**config.mk**
```make
export PLATFORM = sky130hd
export DESIGN_NAME = port_status_ind
export DESIGN_NICKNAME = d
export VERILOG_FILES = /design/src/rtl/psi_pkg.sv /design/src/rtl/psi_upd_timer.sv /design/src/rtl/psi_act_hold.sv /design/src/rtl/psi_out_reg.sv /design/src/rtl/port_status_ind.sv
export SDC_FILE = /design/constraint.sdc
export NUM_CORES = 1
export LEC_CHECK = 0
export BUFFER_PORTS_ARGS = -buffer_cell sky130_fd_sc_hd__buf_2
export CELL_PAD_IN_SITES_DETAIL_PLACEMENT = 1
export CELL_PAD_IN_SITES_GLOBAL_PLACEMENT = 1
export CORE_MARGIN = 5
export CORE_UTILIZATION = 38
export CTS_CLUSTER_DIAMETER = 50
export DETAILED_ROUTE_END_ITERATION = 16
export GPL_ROUTABILITY_DRIVEN = 0
export PLACE_DENSITY = 0.76
export SETUP_SLACK_MARGIN = 0.1
export SLEW_MARGIN = 15
export SYNTH_ARGS = -nofsm -noshare
export SYNTH_HDL_FRONTEND = slang
export SYNTH_SLANG_ARGS = --single-unit
```
**constraint.sdc**
```tcl
create_clock -name clk -period 1.4 [get_ports clk]
set_input_delay 0.28 -clock clk [delete_from_list [all_inputs] [get_ports clk]]
set_output_delay 0.28 -clock clk [all_outputs]
set_load 0.05 [all_outputs]
```
**src/rtl/psi_pkg.sv**
```systemverilog
package psi_pkg;

  localparam int unsigned STATE_W = 4;

  typedef enum logic [STATE_W-1:0] {
    ST_DETECT    = 4'd0,
    ST_POLLING   = 4'd1,
    ST_CONFIG    = 4'd2,
    ST_L0        = 4'd3,
    ST_L0S       = 4'd4,
    ST_L1        = 4'd5,
    ST_L2        = 4'd6,
    ST_RECOVERY  = 4'd7,
    ST_HOT_RESET = 4'd8,
    ST_DISABLED  = 4'd9,
    ST_LOOPBACK  = 4'd10
  } link_state_e;

  // Data link layer is considered up in the active and low-power link states.
  function automatic logic link_is_up(logic [STATE_W-1:0] code);
    logic up;
    case (code)
      ST_L0, ST_L0S, ST_L1, ST_RECOVERY: up = 1'b1;
      default:                           up = 1'b0;
    endcase
    return up;
  endfunction

endpackage

```
**src/rtl/psi_upd_timer.sv**
```systemverilog
module psi_upd_timer #(
  parameter int unsigned UPD_MS = 40,
  localparam int unsigned CNT_W = (UPD_MS > 1) ? $clog2(UPD_MS) : 1
) (
  input  logic clk,
  input  logic rst_n,
  input  logic ms_tick,
  output logic upd_stb
);

  localparam logic [CNT_W-1:0] LAST = CNT_W'(UPD_MS - 1);

  logic [CNT_W-1:0] cnt_q, cnt_d;
  logic             stb_q, stb_d;
  logic             wrap;

  assign wrap = ms_tick && (cnt_q == LAST);

  always_comb begin
    cnt_d = cnt_q;
    if (ms_tick) begin
      cnt_d = wrap ? '0 : cnt_q + 1'b1;
    end
    stb_d = wrap;
  end

  always_ff @(posedge clk or negedge rst_n) begin
    if (!rst_n) begin
      cnt_q <= '0;
      stb_q <= 1'b0;
    end else begin
      cnt_q <= cnt_d;
      stb_q <= stb_d;
    end
  end

  assign upd_stb = stb_q;

endmodule

```
**src/rtl/psi_act_hold.sv**
```systemverilog
module psi_act_hold #(
  parameter int unsigned HOLD_PERIODS = 5,
  localparam int unsigned HOLD_W = $clog2(HOLD_PERIODS + 1)
) (
  input  logic              clk,
  input  logic              rst_n,
  input  logic              tx_tlp,
  input  logic              tx_vdm,
  input  logic              rx_tlp,
  input  logic              rx_vdm,
  input  logic              upd_stb,
  output logic              act_pending,
  output logic [HOLD_W-1:0] hold_cnt
);

  localparam logic [HOLD_W-1:0] RELOAD = HOLD_W'(HOLD_PERIODS);

  logic              evt;
  logic [HOLD_W-1:0] hold_q, hold_d;

  // Both directions merge into one event; vendor messages are filtered.
  assign evt = (tx_tlp && !tx_vdm) || (rx_tlp && !rx_vdm);

  always_comb begin
    hold_d = hold_q;
    if (evt) begin
      hold_d = RELOAD;
    end else if (upd_stb && (hold_q != '0)) begin
      hold_d = hold_q - 1'b1;
    end
  end

  always_ff @(posedge clk or negedge rst_n) begin
    if (!rst_n) begin
      hold_q <= '0;
    end else begin
      hold_q <= hold_d;
    end
  end

  assign act_pending = evt || (hold_q != '0);
  assign hold_cnt    = hold_q;

endmodule

```
**src/rtl/psi_out_reg.sv**
```systemverilog
module psi_out_reg (
  input  logic clk,
  input  logic rst_n,
  input  logic upd_stb,
  input  logic link_up,
  input  logic act_pending,
  output logic linkup_n,
  output logic active_n
);

  logic link_n_q, link_n_d;
  logic act_n_q, act_n_d;

  always_comb begin
    link_n_d = link_n_q;
    act_n_d  = act_n_q;
    if (upd_stb) begin
      link_n_d = !link_up;
      act_n_d  = !act_pending;
    end
  end

  always_ff @(posedge clk or negedge rst_n) begin
    if (!rst_n) begin
      link_n_q <= 1'b1;
      act_n_q  <= 1'b1;
    end else begin
      link_n_q <= link_n_d;
      act_n_q  <= act_n_d;
    end
  end

  assign linkup_n = link_n_q;
  assign active_n = act_n_q;

endmodule

```
**src/rtl/port_status_ind.sv**
```systemverilog
module port_status_ind #(
  parameter int unsigned UPD_MS       = 40,
  parameter int unsigned HOLD_PERIODS = 5,
  localparam int unsigned HOLD_W      = $clog2(HOLD_PERIODS + 1)
) (
  input  logic                        clk,
  input  logic                        rst_n,
  input  logic                        ms_tick,
  input  logic [psi_pkg::STATE_W-1:0] ltssm_state,
  input  logic                        tx_tlp,
  input  logic                        tx_vdm,
  input  logic                        rx_tlp,
  input  logic                        rx_vdm,
  output logic                        linkup_n,
  output logic                        active_n,
  output logic                        upd_stb
);

  logic              stb;
  logic              pending;
  logic              link_up;
  logic [HOLD_W-1:0] hold_cnt;

  assign link_up = psi_pkg::link_is_up(ltssm_state);

  psi_upd_timer #(.UPD_MS(UPD_MS)) u_timer (
    .clk     (clk),
    .rst_n   (rst_n),
    .ms_tick (ms_tick),
    .upd_stb (stb)
  );

  psi_act_hold #(.HOLD_PERIODS(HOLD_PERIODS)) u_hold (
    .clk         (clk),
    .rst_n       (rst_n),
    .tx_tlp      (tx_tlp),
    .tx_vdm      (tx_vdm),
    .rx_tlp      (rx_tlp),
    .rx_vdm      (rx_vdm),
    .upd_stb     (stb),
    .act_pending (pending),
    .hold_cnt    (hold_cnt)
  );

  psi_out_reg u_out (
    .clk         (clk),
    .rst_n       (rst_n),
    .upd_stb     (stb),
    .link_up     (link_up),
    .act_pending (pending),
    .linkup_n    (linkup_n),
    .active_n    (active_n)
  );

  assign upd_stb = stb;

endmodule

```
After elaboration in Yosys (flattened, before gate mapping):

Cells that the tools add are included.

* register bits: 12

* $add $sub $neg: 2
* equality and inequality tests: 5
* muxes and demuxes: 4
* reductions and logical operators: 13

Operator list (count)
* $eq 4x3->1 const B: 3
* $add 6x1->6 const B: 1
* $eq 6x6->1 const B: 1
* $mux 3: 2
* $mux 6: 1
* $eq 4x2->1 const B: 1
* $logic_and 1x1->1: 4
* $logic_not 1->1: 4
* $reduce_or 4->1: 1
* $reduce_bool 3->1: 1
* $sub 3x1->3 const B: 1
* $logic_or 1x1->1: 2
* $reduce_bool 2->1: 1
* $mux 1: 1

Logic depth before layout (Yosys ltp):

Gate-level depths: netlist of run 1.

* depth after elaboration: 5
* depth in mapped cells: 5
* depth with buffers taken out: 5

Hierarchy:

Synthesis of run 1 repeated with hierarchy kept, for this count alone.

* cells, all modules: 53
* area, all modules: 613.1 um^2

Modules (own cells, without submodules)
* psi_upd_timer: instances 1, cells an instance 25, area each 322.8 um^2, sequential area each 175.2 um^2
* psi_act_hold: instances 1, cells an instance 20, area each 201.4 um^2, sequential area each 75.1 um^2
* psi_out_reg: instances 1, cells an instance 6, area each 75.1 um^2, sequential area each 52.6 um^2
* port_status_ind: instances 1, cells an instance 2, area each 13.8 um^2, sequential area each 0.0 um^2

Worst setup path before layout of run 1:

Ideal clock, no wire load.

* path kind: reg-to-reg
* start point: register u_timer.stb_q, in the netlist u_timer.upd_stb
* end point: register u_hold.hold_q[0], in the netlist u_hold.hold_cnt[0]
* setup time: 132 ps
* data arrival time: 1276 ps
* slack: -8 ps
* cell stages (with the launch flop): 4
* clock period less this slack: 1408 ps
* cells stage by stage: dfrtp_1 > buf_2 > a21oi_1 > or3b_1

* cells in the longest elaborated chain, start to end: 2

Ends and longest elaborated chain
* start, declared: RTL line psi_upd_timer.sv:14 `logic stb_q, stb_d;`
* start signal, assigned: RTL line psi_upd_timer.sv:33 `stb_q <= stb_d;`
* $logic_and 1x1->1: RTL line psi_act_hold.sv:28 `end else if (upd_stb && (hold_q != '0)) begin`
* $reduce_bool 2->1 (no source line)
* end signal, assigned: RTL line psi_act_hold.sv:37 `hold_q <= hold_d;`
* end, declared: RTL line psi_act_hold.sv:19 `logic [HOLD_W-1:0] hold_q, hold_d;`

No other way between the ends.
A chain may end at the register's enable or synchronous reset.

Worst setup path in the final report of run 1:

* start point: register u_hold.hold_q[1], in the netlist u_hold.hold_cnt[1]
* end point: register u_hold.hold_q[0], in the netlist u_hold.hold_cnt[0]

* cells in the longest elaborated chain, start to end: 3

Ends and longest elaborated chain (RTL line)
* $reduce_bool 3->1: psi_act_hold.sv:28
* $logic_and 1x1->1: psi_act_hold.sv:28
* $reduce_bool 2->1 (no source line)

No other way between the ends.

==> results.toml, run 1 <==
[floorplan]
rows = 14
initial_utilization = 0.398
die_area_mm2 = 0.00247
die_y_um = 49.7
pin_count = 14
core_mm2 = 0.00151
fp.dieW_um = 49.7

[global_routing]
antenna_found_initial = 0
globalRouteOverflowTotal = 0
grt_max_degree = 13
grt.total_usage = 0.112
grt_pass1_wl_mm = 2.17
grt_pass1_vias = 528

[drt]
wirelength_mm = 1.15
via_per_inst = 5.18
drtIter0Drc = 5
wl_per_cell_um = 13.3
postRouteAntennaNets = 0
drc = 0
drt_pass1_iterations = 4
via_count = 451

[pwr]
ir_worst_vdd_mv = 0.717
leakagePower_uw = 0.000327
total_power_uw = 1020
power.density_mw_per_mm2 = 1350

[sta]
hold_viol = 0
fin_worst_skew_ns = 0.00622
finalSetupViolCount = 0
rsz0062_at_grt = "yes"
slew_headroom = 0.774
max_freq_ghz = 0.788
drv_slew = 0
period_share = 0.907
fin_tns_setup_ns = 0
worst_pin_slew_ns = 0.339
min_period_ns = 1.27

[synthesis]
synth_compound_area_frac = 0.0835
avgSynthCellArea_um2 = 11.1
ys_types = 23
yosys_most_used_dff = "dfrtp_1"
synth_commonest_cells = "dfrtp_1, inv_1, a21oi_1, nor2_1"
synth_warnings = 0
async_flop_share = 1.00
synth_fa_ha_area_frac = 0.0626
synth_nets = 68
netlist_area_um2 = 599
synth_top_area_cell = "dfrtp_1"
synth_xor_area_frac = 0.0585
synth_top_family_by_area = "simple AND/OR/NAND/NOR gates"
synth-seq-cells = 12
synth_edf_count = 0
synthCells = 54
synthMuxAreaShare = 0.0522
yosysMostFrequentCell = "dfrtp_1"
synth.area.top_cells = "dfrtp_1, dfstp_2, ha_1, xnor2_1, nor4b_4"
synth-simple-area-share = 0.198
yosysTopAreaCellShare = 0.418
ys_seq_area_frac = 0.505

[cts]
clk_root_buffer_cell = "clkbuf_4"
cts_tree = "built"
numCtsBuffers = 3
post-cts-setup-buffer-count = 0
htree_levels = 1
clk_pin_slew_worst_paths_ns = 0.07
clock_sinks = 12
clk-insertion-delay-late_ns = 0.27
cts.path.max_buffers = 2

[critical_path]
worstPathMaxFanout = 4
arrival_ns = 1.42
path_buf_inv = 1
path_cells = "inv_1 > ha_4 > nand2b_2 > nand3_1 > or3b_1"
critPathMaxStageDelay_ns = 0.39
crit_path_top_delay_cell = "dfrtp_1"
cp_top_family = "simple AND/OR/NAND/NOR gates"
worstPathRequired_ns = 1.55
worstSetupPathType = "register to register"
critPathLaunchType = "register"
endpoint_kind = "register"
rrSetupSlack_ns = 0.13

[finish]
area_growth_pct = 26.3
nets = 86
drive_above_1_share = 0.366
diodes = 0

[flow_run]
drv_cap = 0

[status]
outcome = "finished clean"

[placed_design]
portBuffers = 13
hpwl_um = 914

[worst_hold_path]
hold_path.class = "input pin to register"
## cell families (layout without fill, tap and decap cells)
group	Yosys count	after routing
adders and majority gates	3	3
muxes	3	3
DFF	12	12
buffers and inverters	6	23
xor gates and xnor gates	4	4
and+or+nand+nor	18	18
AOI/OAI and AO/OA	8	8
## cells in the final DEF, fill, tap and decap left out, drive strengths merged
cell          n
nand3         3
ha            3
clkbuf        4
nand2b        1
dfstp         2
buf          13
nand4         2
nor2          4
or3b          1
a211o         1
dfrtp        10
a311oi        1
nor4b         1
o22ai         2
xor2          1
nand3b        1
nand2         2
a21oi         4
mux2          1
nor3          3
mux2i         2
xnor2         3
inv           5
dlygate4sd3   1
## cell type report
type                            count  area, um2
Inverter                            5       18.8
Clock buffer                        4       26.3
Multi-Input combinational cell     36        298
Sequential cell                    12        304
Timing Repair Buffer               14       90.1
Tap cell                           16       20.0
Fill cell                         172        749
## stage by stage
step,hold WS (ns),instances,setup slack [ns],utilization,cell area [um2]
4_1_cts,0.288,87,0.0711,0.481,724
3_5_place_dp,0.173,82,0.0681,0.452,681
2_1_floorplan,-0.0156,54,0.133,-,601
5_1_grt,0.314,87,0.0660,0.502,757
3_3_place_gp,0.170,82,0.109,0.452,681
6_report,0.293,87,0.130,0.502,757
## report_power, final
part           leakage (uW)  switching, uW  internal, uW
Sequential         0.000138            129           430
Clock             0.0000150            106           110
Combinational      0.000174            102           141
## worst paths after layout
| kind | startpoint | endpoint | cells after the start |
|---|---|---|---|
| min in group asynchronous | rst_n | u_timer.cnt_q[0]$_DFFE_PN0P_ | 2 |
| worst max register to register | u_hold.hold_cnt[1]$_DFFE_PN0P_ | u_hold.hold_cnt[0]$_DFFE_PN0P_ | 5 |
| worst max-delay path | u_hold.hold_cnt[1]$_DFFE_PN0P_ | u_hold.hold_cnt[0]$_DFFE_PN0P_ | 5 |
| worst min-delay path | ltssm_state[3] | u_out.linkup_n$_DFFE_PN1P_ | 3 |
| max in group asynchronous | rst_n | u_out.active_n$_DFFE_PN1P_ | 2 |
| worst min register to register | u_out.active_n$_DFFE_PN1P_ | u_out.active_n$_DFFE_PN1P_ | 2 |
## repair_timing
item | 4_1_cts | 5_1_grt
hold buffers | 1 | 0
endpoints found under the hold margin | 10 | 0
endpoints found under the setup margin | 4 | 6
pin swaps | 0 | 2
resized for setup | 3 | 8
## flip-flops by register name, summed over array words and instances, names as in the netlist
name / flops
u_out.linkup_n: 1
u_timer.cnt_q: 6
u_timer.upd_stb: 1
u_hold.hold_cnt: 3
u_out.active_n: 1
## tightest hold or removal path: stages
cell and delay (ns):
buf_2 0.10, nor2_1 0.10, a21oi_1 0.08
## routing by layer
metal  wire (um)  vias up  GRT usage
met3          41        2     0.0301
li1            -      226          -
met5           0        -          0
met1         491      215      0.126
met4          17        0     0.0524
met2         602        8      0.191
Power figures use the tool's default switching activity.
==> inputs of run 2 (changes only) <==
- PLACE_DENSITY: 0.76 -> 0.7
==> results.toml, run 2 (same netlist as run 1, synthesis figures left out) <==
[worst_hold_path]
hold_path.class = "input pin to register"

[sta]
holdWs_ns = 0.285
rsz0062_at_grt = "yes"
fin_tns_setup_ns = 0
finalSetupViolCount = 0
max_freq_ghz = 0.798
period_share = 0.896
drv_slew = 0
hold_viol = 0
worst_pin_slew_ns = 0.342
slew_headroom = 0.772
fin_worst_skew_ns = 0.00589
min_period_ns = 1.25

[cts]
clk_root_buffer_cell = "clkbuf_4"
clk-insertion-delay-late_ns = 0.28
cts.path.max_buffers = 2
clock_sinks = 12
htree_levels = 1
numCtsBuffers = 3
clk_pin_slew_worst_paths_ns = 0.07
cts_tree = "built"

[pwr]
seq_power_share = 0.526
power.net_switching_uw = 342
power.density_mw_per_mm2 = 1350
ir_worst_vdd_mv = 0.697
leakagePower_uw = 0.000335
p_comb_frac = 0.251
total_power_uw = 1030
p_clk_frac = 0.223
netSwitchingFraction = 0.332
power.internal_uw = 686

[critical_path]
critPathMaxStageDelay_ns = 0.38
path_cells = "inv_2 > ha_4 > nand2b_2 > nand3_1 > or3b_1"
worstSetupPathType = "register to register"
cp_top_family = "simple AND/OR/NAND/NOR gates"
worstPathMaxFanout = 4
arrival_ns = 1.41
critPathLaunchType = "register"
endpoint_kind = "register"
worstPathRequired_ns = 1.55
path_buf_inv = 1
crit_path_top_delay_cell = "dfrtp_1"

[finish]
drive_above_1_share = 0.397
layout_commonest_cell = "buf_2"
nets = 88
post-route-util = 0.506
diodes = 0
regMostFlops = "u_timer.cnt_q"
largest_register_ffs = 6
final_area_um2 = 762
final_cell_mix = "buf_2, dfrtp_1, a21oi_1, nor2_1, clkbuf_4"
area_growth_pct = 27.1

[placed_design]
hpwl_um = 881
portBuffers = 13
placed_cell_area_um2 = 681

[global_routing]
grt_pass1_vias = 465
globalRouteOverflowTotal = 0
grt_use_met1 = 0.129
grt_max_degree = 13
gr-usage-met2 = 0.159
grt_pass1_wl_mm = 2.02
antenna_found_initial = 0
grt.total_usage = 0.110
grtUsageMet3 = 0.0633
top_usage_layer = "met2"

[drt]
via_per_inst = 5.34
drtIter0Drc = 2
postRouteAntennaNets = 0
wl_per_cell_um = 13.2
via_count = 475
drt_pass1_iterations = 2
wirelength_mm = 1.17
drc = 0

[floorplan]
rows = 14
die_y_um = 49.7
pin_count = 14
fp.dieW_um = 49.7
die_area_mm2 = 0.00247
initial_utilization = 0.398
core_mm2 = 0.00151

[flow_run]
drv_cap = 0

[status]
outcome = "finished clean"
==> run 2: routing by layer <==
| layer | wire length (um) | vias up |
|---|---|---|
| met3 | 60 | 4 |
| met2 | 557 | 12 |
| met4 | 26 | 0 |
| li1 | - | 230 |
| met5 | 0 | - |
| met1 | 527 | 229 |
==> run 2: timing repair <==
item / 4_1_cts / 5_1_grt
hold endpoints to repair: 10 / 0
setup buffers: 0 / 2
pin swaps: 0 / 1
gates resized for setup: 3 / 7
setup endpoints to repair: 4 / 6
hold buffers: 1 / 0
==> run 2: final timing paths <==
path                                           startpoint                        endpoint  slack [ns]  depth (start not counted)
hold reg to reg                u_out.active_n$_DFFE_PN1P_      u_out.active_n$_DFFE_PN1P_        0.49                          2
setup reg to reg           u_hold.hold_cnt[0]$_DFFE_PN0P_  u_hold.hold_cnt[0]$_DFFE_PN0P_        0.15                          5
hold / removal                             ltssm_state[3]      u_out.linkup_n$_DFFE_PN1P_        0.29                          3
min in group asynchronous                           rst_n    u_timer.cnt_q[4]$_DFFE_PN0P_        0.39                          2
setup / recovery           u_hold.hold_cnt[0]$_DFFE_PN0P_  u_hold.hold_cnt[0]$_DFFE_PN0P_        0.15                          5
max in group asynchronous                           rst_n      u_out.linkup_n$_DFFE_PN1P_        0.73                          2
==> run 2: metrics by stage <==
stage / instances / setup WS, ns
floorplan: 54 / 0.133
global placement: 82 / 0.110
detailed placement: 82 / 0.0431
CTS: 87 / 0.0487
global route: 89 / 0.0951
finish: 89 / 0.146
==> run 2: cell type report <==
| class | instances | area, um2 |
|---|---|---|
| fillers | 172 | 744 |
| flip-flops and latches | 12 | 304 |
| multi-input cells | 36 | 288 |
| repair buffers | 16 | 105 |
| clock buffers | 4 | 26.3 |
| well taps | 16 | 20.0 |
| inverters | 5 | 18.8 |
==> run 2: worst min-delay path, stage by stage <==
cell	delay, ns
buf_2	0.09
nor2_1	0.11
a21oi_1	0.08
==> run 2: power groups by stage <==
stage / Sequential [uW] / Combinational [uW] / Clock, uW
after floorplan: 537 / 167 / 0
after global placement: 545 / 216 / 0
after detailed placement: 549 / 227 / 0
after CTS: 542 / 230 / 240
after global routing: 553 / 293 / 260
final: 541 / 258 / 229
==> inputs of run 3 (changes only) <==
- ABC_AREA: default -> 1
- CORE_UTILIZATION: 38 -> 36
- PLACE_DENSITY: 0.7 -> 0.81
==> results.toml, run 3 <==
[finish]
final_area_um2 = 782
largest_register_ffs = 6
area_growth_pct = 24.3
drive_above_1_share = 0.237
nets = 112
diodes = 0
regMostFlops = "u_timer.cnt_q"
layout_commonest_cell = "nand2_1"
final_cell_mix = "nand2_1, inv_1, buf_2"

[worst_hold_path]
min_to = "u_out.linkup_n$_DFFE_PN1P_"
hold_depth = 4
hold_path.class = "input pin to register"
hp-start = "ltssm_state[2]"

[critical_path]
endpoint_kind = "primary output"
rr_endpoint = "u_hold.hold_cnt[2]$_DFFE_PN0P_"
path_buf_inv = 1
critPathLaunchType = "register"
worstPathMaxFanout = 2
worstPathRequired_ns = 1.12
rr_worst_depth = 6
worstSetupPathType = "register to primary output"
path_cells = "buf_6"
cp_top_family = "flip-flops"
r2r-start = "u_hold.hold_cnt[0]$_DFFE_PN0P_"
arrival_ns = 0.97
worst-path-stages = 1
rrSetupSlack_ns = 0.21
critPathMaxStageDelay_ns = 0.54
crit_path_top_delay_cell = "dfstp_2"

[drt]
wirelength_mm = 1.44
postRouteAntennaNets = 0
via_count = 549
wl_per_cell_um = 12.6
via_per_inst = 4.82
drt_pass1_iterations = 2
drc = 0
drtIter0Drc = 4

[global_routing]
globalRouteOverflowTotal = 0
antenna_found_initial = 0
grt_max_degree = 13
grt_pass1_wl_mm = 2.48
grt_pass1_vias = 604
grt.total_usage = 0.129

[cts]
clock_sinks = 12
cts.path.max_buffers = 2
htree_levels = 1
clk-insertion-delay-late_ns = 0.28
clk_pin_slew_worst_paths_ns = 0.08
numCtsBuffers = 3
cts_tree = "built"
clk_root_buffer_cell = "clkbuf_4"
post-cts-setup-buffer-count = 0

[floorplan]
initial_utilization = 0.373
pin_count = 14
die_area_mm2 = 0.00268
die_y_um = 51.8
core_mm2 = 0.00169
fp.dieW_um = 51.8
rows = 15

[synthesis]
netlist_area_um2 = 629
ys_types = 18
synth_warnings = 0
synth_top_area_cell = "dfrtp_1"
synth.area.top_cells = "dfrtp_1, nand2_1, inv_1, dfstp_2, ha_1"
synthCells = 79
synth_commonest_cells = "nand2_1, inv_1, dfrtp_1"
synth_edf_count = 0
yosys_most_used_dff = "dfrtp_1"
synth_nets = 93
ys_seq_area_frac = 0.481
async_flop_share = 1.00
synth-seq-cells = 12
yosysMostFrequentCell = "nand2_1"
avgSynthCellArea_um2 = 7.97
yosysTopAreaCellShare = 0.398

[pwr]
power.density_mw_per_mm2 = 1670
total_power_uw = 1310
leakagePower_uw = 0.000443
ir_worst_vdd_mv = 0.609

[placed_design]
portBuffers = 13
hpwl_mm = 1.10
placed_cell_area_um2 = 716

[sta]
period_share = 0.895
rsz0062_at_grt = "yes"
max_freq_ghz = 0.798
finalSetupViolCount = 0
slew_headroom = 0.765
fin_tns_setup_ns = 0
fin_worst_skew_ns = 0.00248
drv_slew = 0
holdWs_ns = 0.262
hold_viol = 0
worst_pin_slew_ns = 0.350
min_period_ns = 1.25

[status]
outcome = "finished clean"

[flow_run]
drv_cap = 0
run 3: cell type report:
type                    count  area (um2)
well taps                  17        21.3
fillers                   212         907
multi-input cells          51         274
flip-flops and latches     12         303
inverters                  16        60.1
clock buffers               4        36.3
repair buffers             14        87.6
run 3: routing by layer:
metal | part of all wire | vias up | track usage
met5 | 0 | - | 0
met4 | 0.028 | 0 | 0.0917
met3 | 0.024 | 4 | 0.0115
met2 | 0.51 | 11 | 0.244
met1 | 0.44 | 255 | 0.131
li1 | - | 279 | -
run 3: timing repair:
item                                    in CTS  in global routing
hold buffers                                 1                  0
gates resized for setup                      2                  3
cloned                                       0                  0
endpoints found under the hold margin       10                  0
pin swaps                                    0                  1
endpoints found under the setup margin       2                  5
run 3: kinds of logic (layout without fill, tap and decap cells):
logic type      Yosys count  in the layout  share of synthesized area
flops                    12             12                      0.481
compound gates           10             10                     0.0934
buf+inv                  16             34                     0.0954
simple gates             37             37                      0.256
xor+xnor                  1              1                     0.0139
fa+ha+maj                 3              3                     0.0596
run 3: worst max path at each step:
stage                     slack [ns]                            from                              to
after CTS                       0.11      u_out.active_n$_DFFE_PN1P_                        active_n
after global placement          0.22  u_hold.hold_cnt[0]$_DFFE_PN0P_  u_hold.hold_cnt[2]$_DFFE_PN0P_
after global routing            0.09  u_hold.hold_cnt[0]$_DFFE_PN0P_  u_hold.hold_cnt[1]$_DFFE_PN0P_
after floorplan                 0.14       u_timer.upd_stb$_DFF_PN0_  u_hold.hold_cnt[2]$_DFFE_PN0P_
final                           0.15      u_out.active_n$_DFFE_PN1P_                        active_n
after detailed placement        0.17  u_hold.hold_cnt[0]$_DFFE_PN0P_  u_hold.hold_cnt[1]$_DFFE_PN0P_
run 3: stage by stage:
stage,instances,util,worst slack (ns)
floorplan,79,-,0.136
global placement,109,0.424,0.223
detailed placement,109,0.424,0.173
CTS,114,0.454,0.107
global route,114,0.463,0.0932
finish,114,0.463,0.146
run 3: power breakdown:
group	total, uW	internal [uW]	switching (uW)
sequential	567	477	90.8
clock	283	158	125
combinational	458	171	287
total	1310	806	502
run 3: worst reg2reg max path, stage by stage (launching register included):
cell     delay (ns)
dfrtp_1        0.35
inv_1          0.07
ha_1           0.24
a21oi_4        0.18
nor2_1         0.10
nand2_1        0.08
nand2_1        0.05
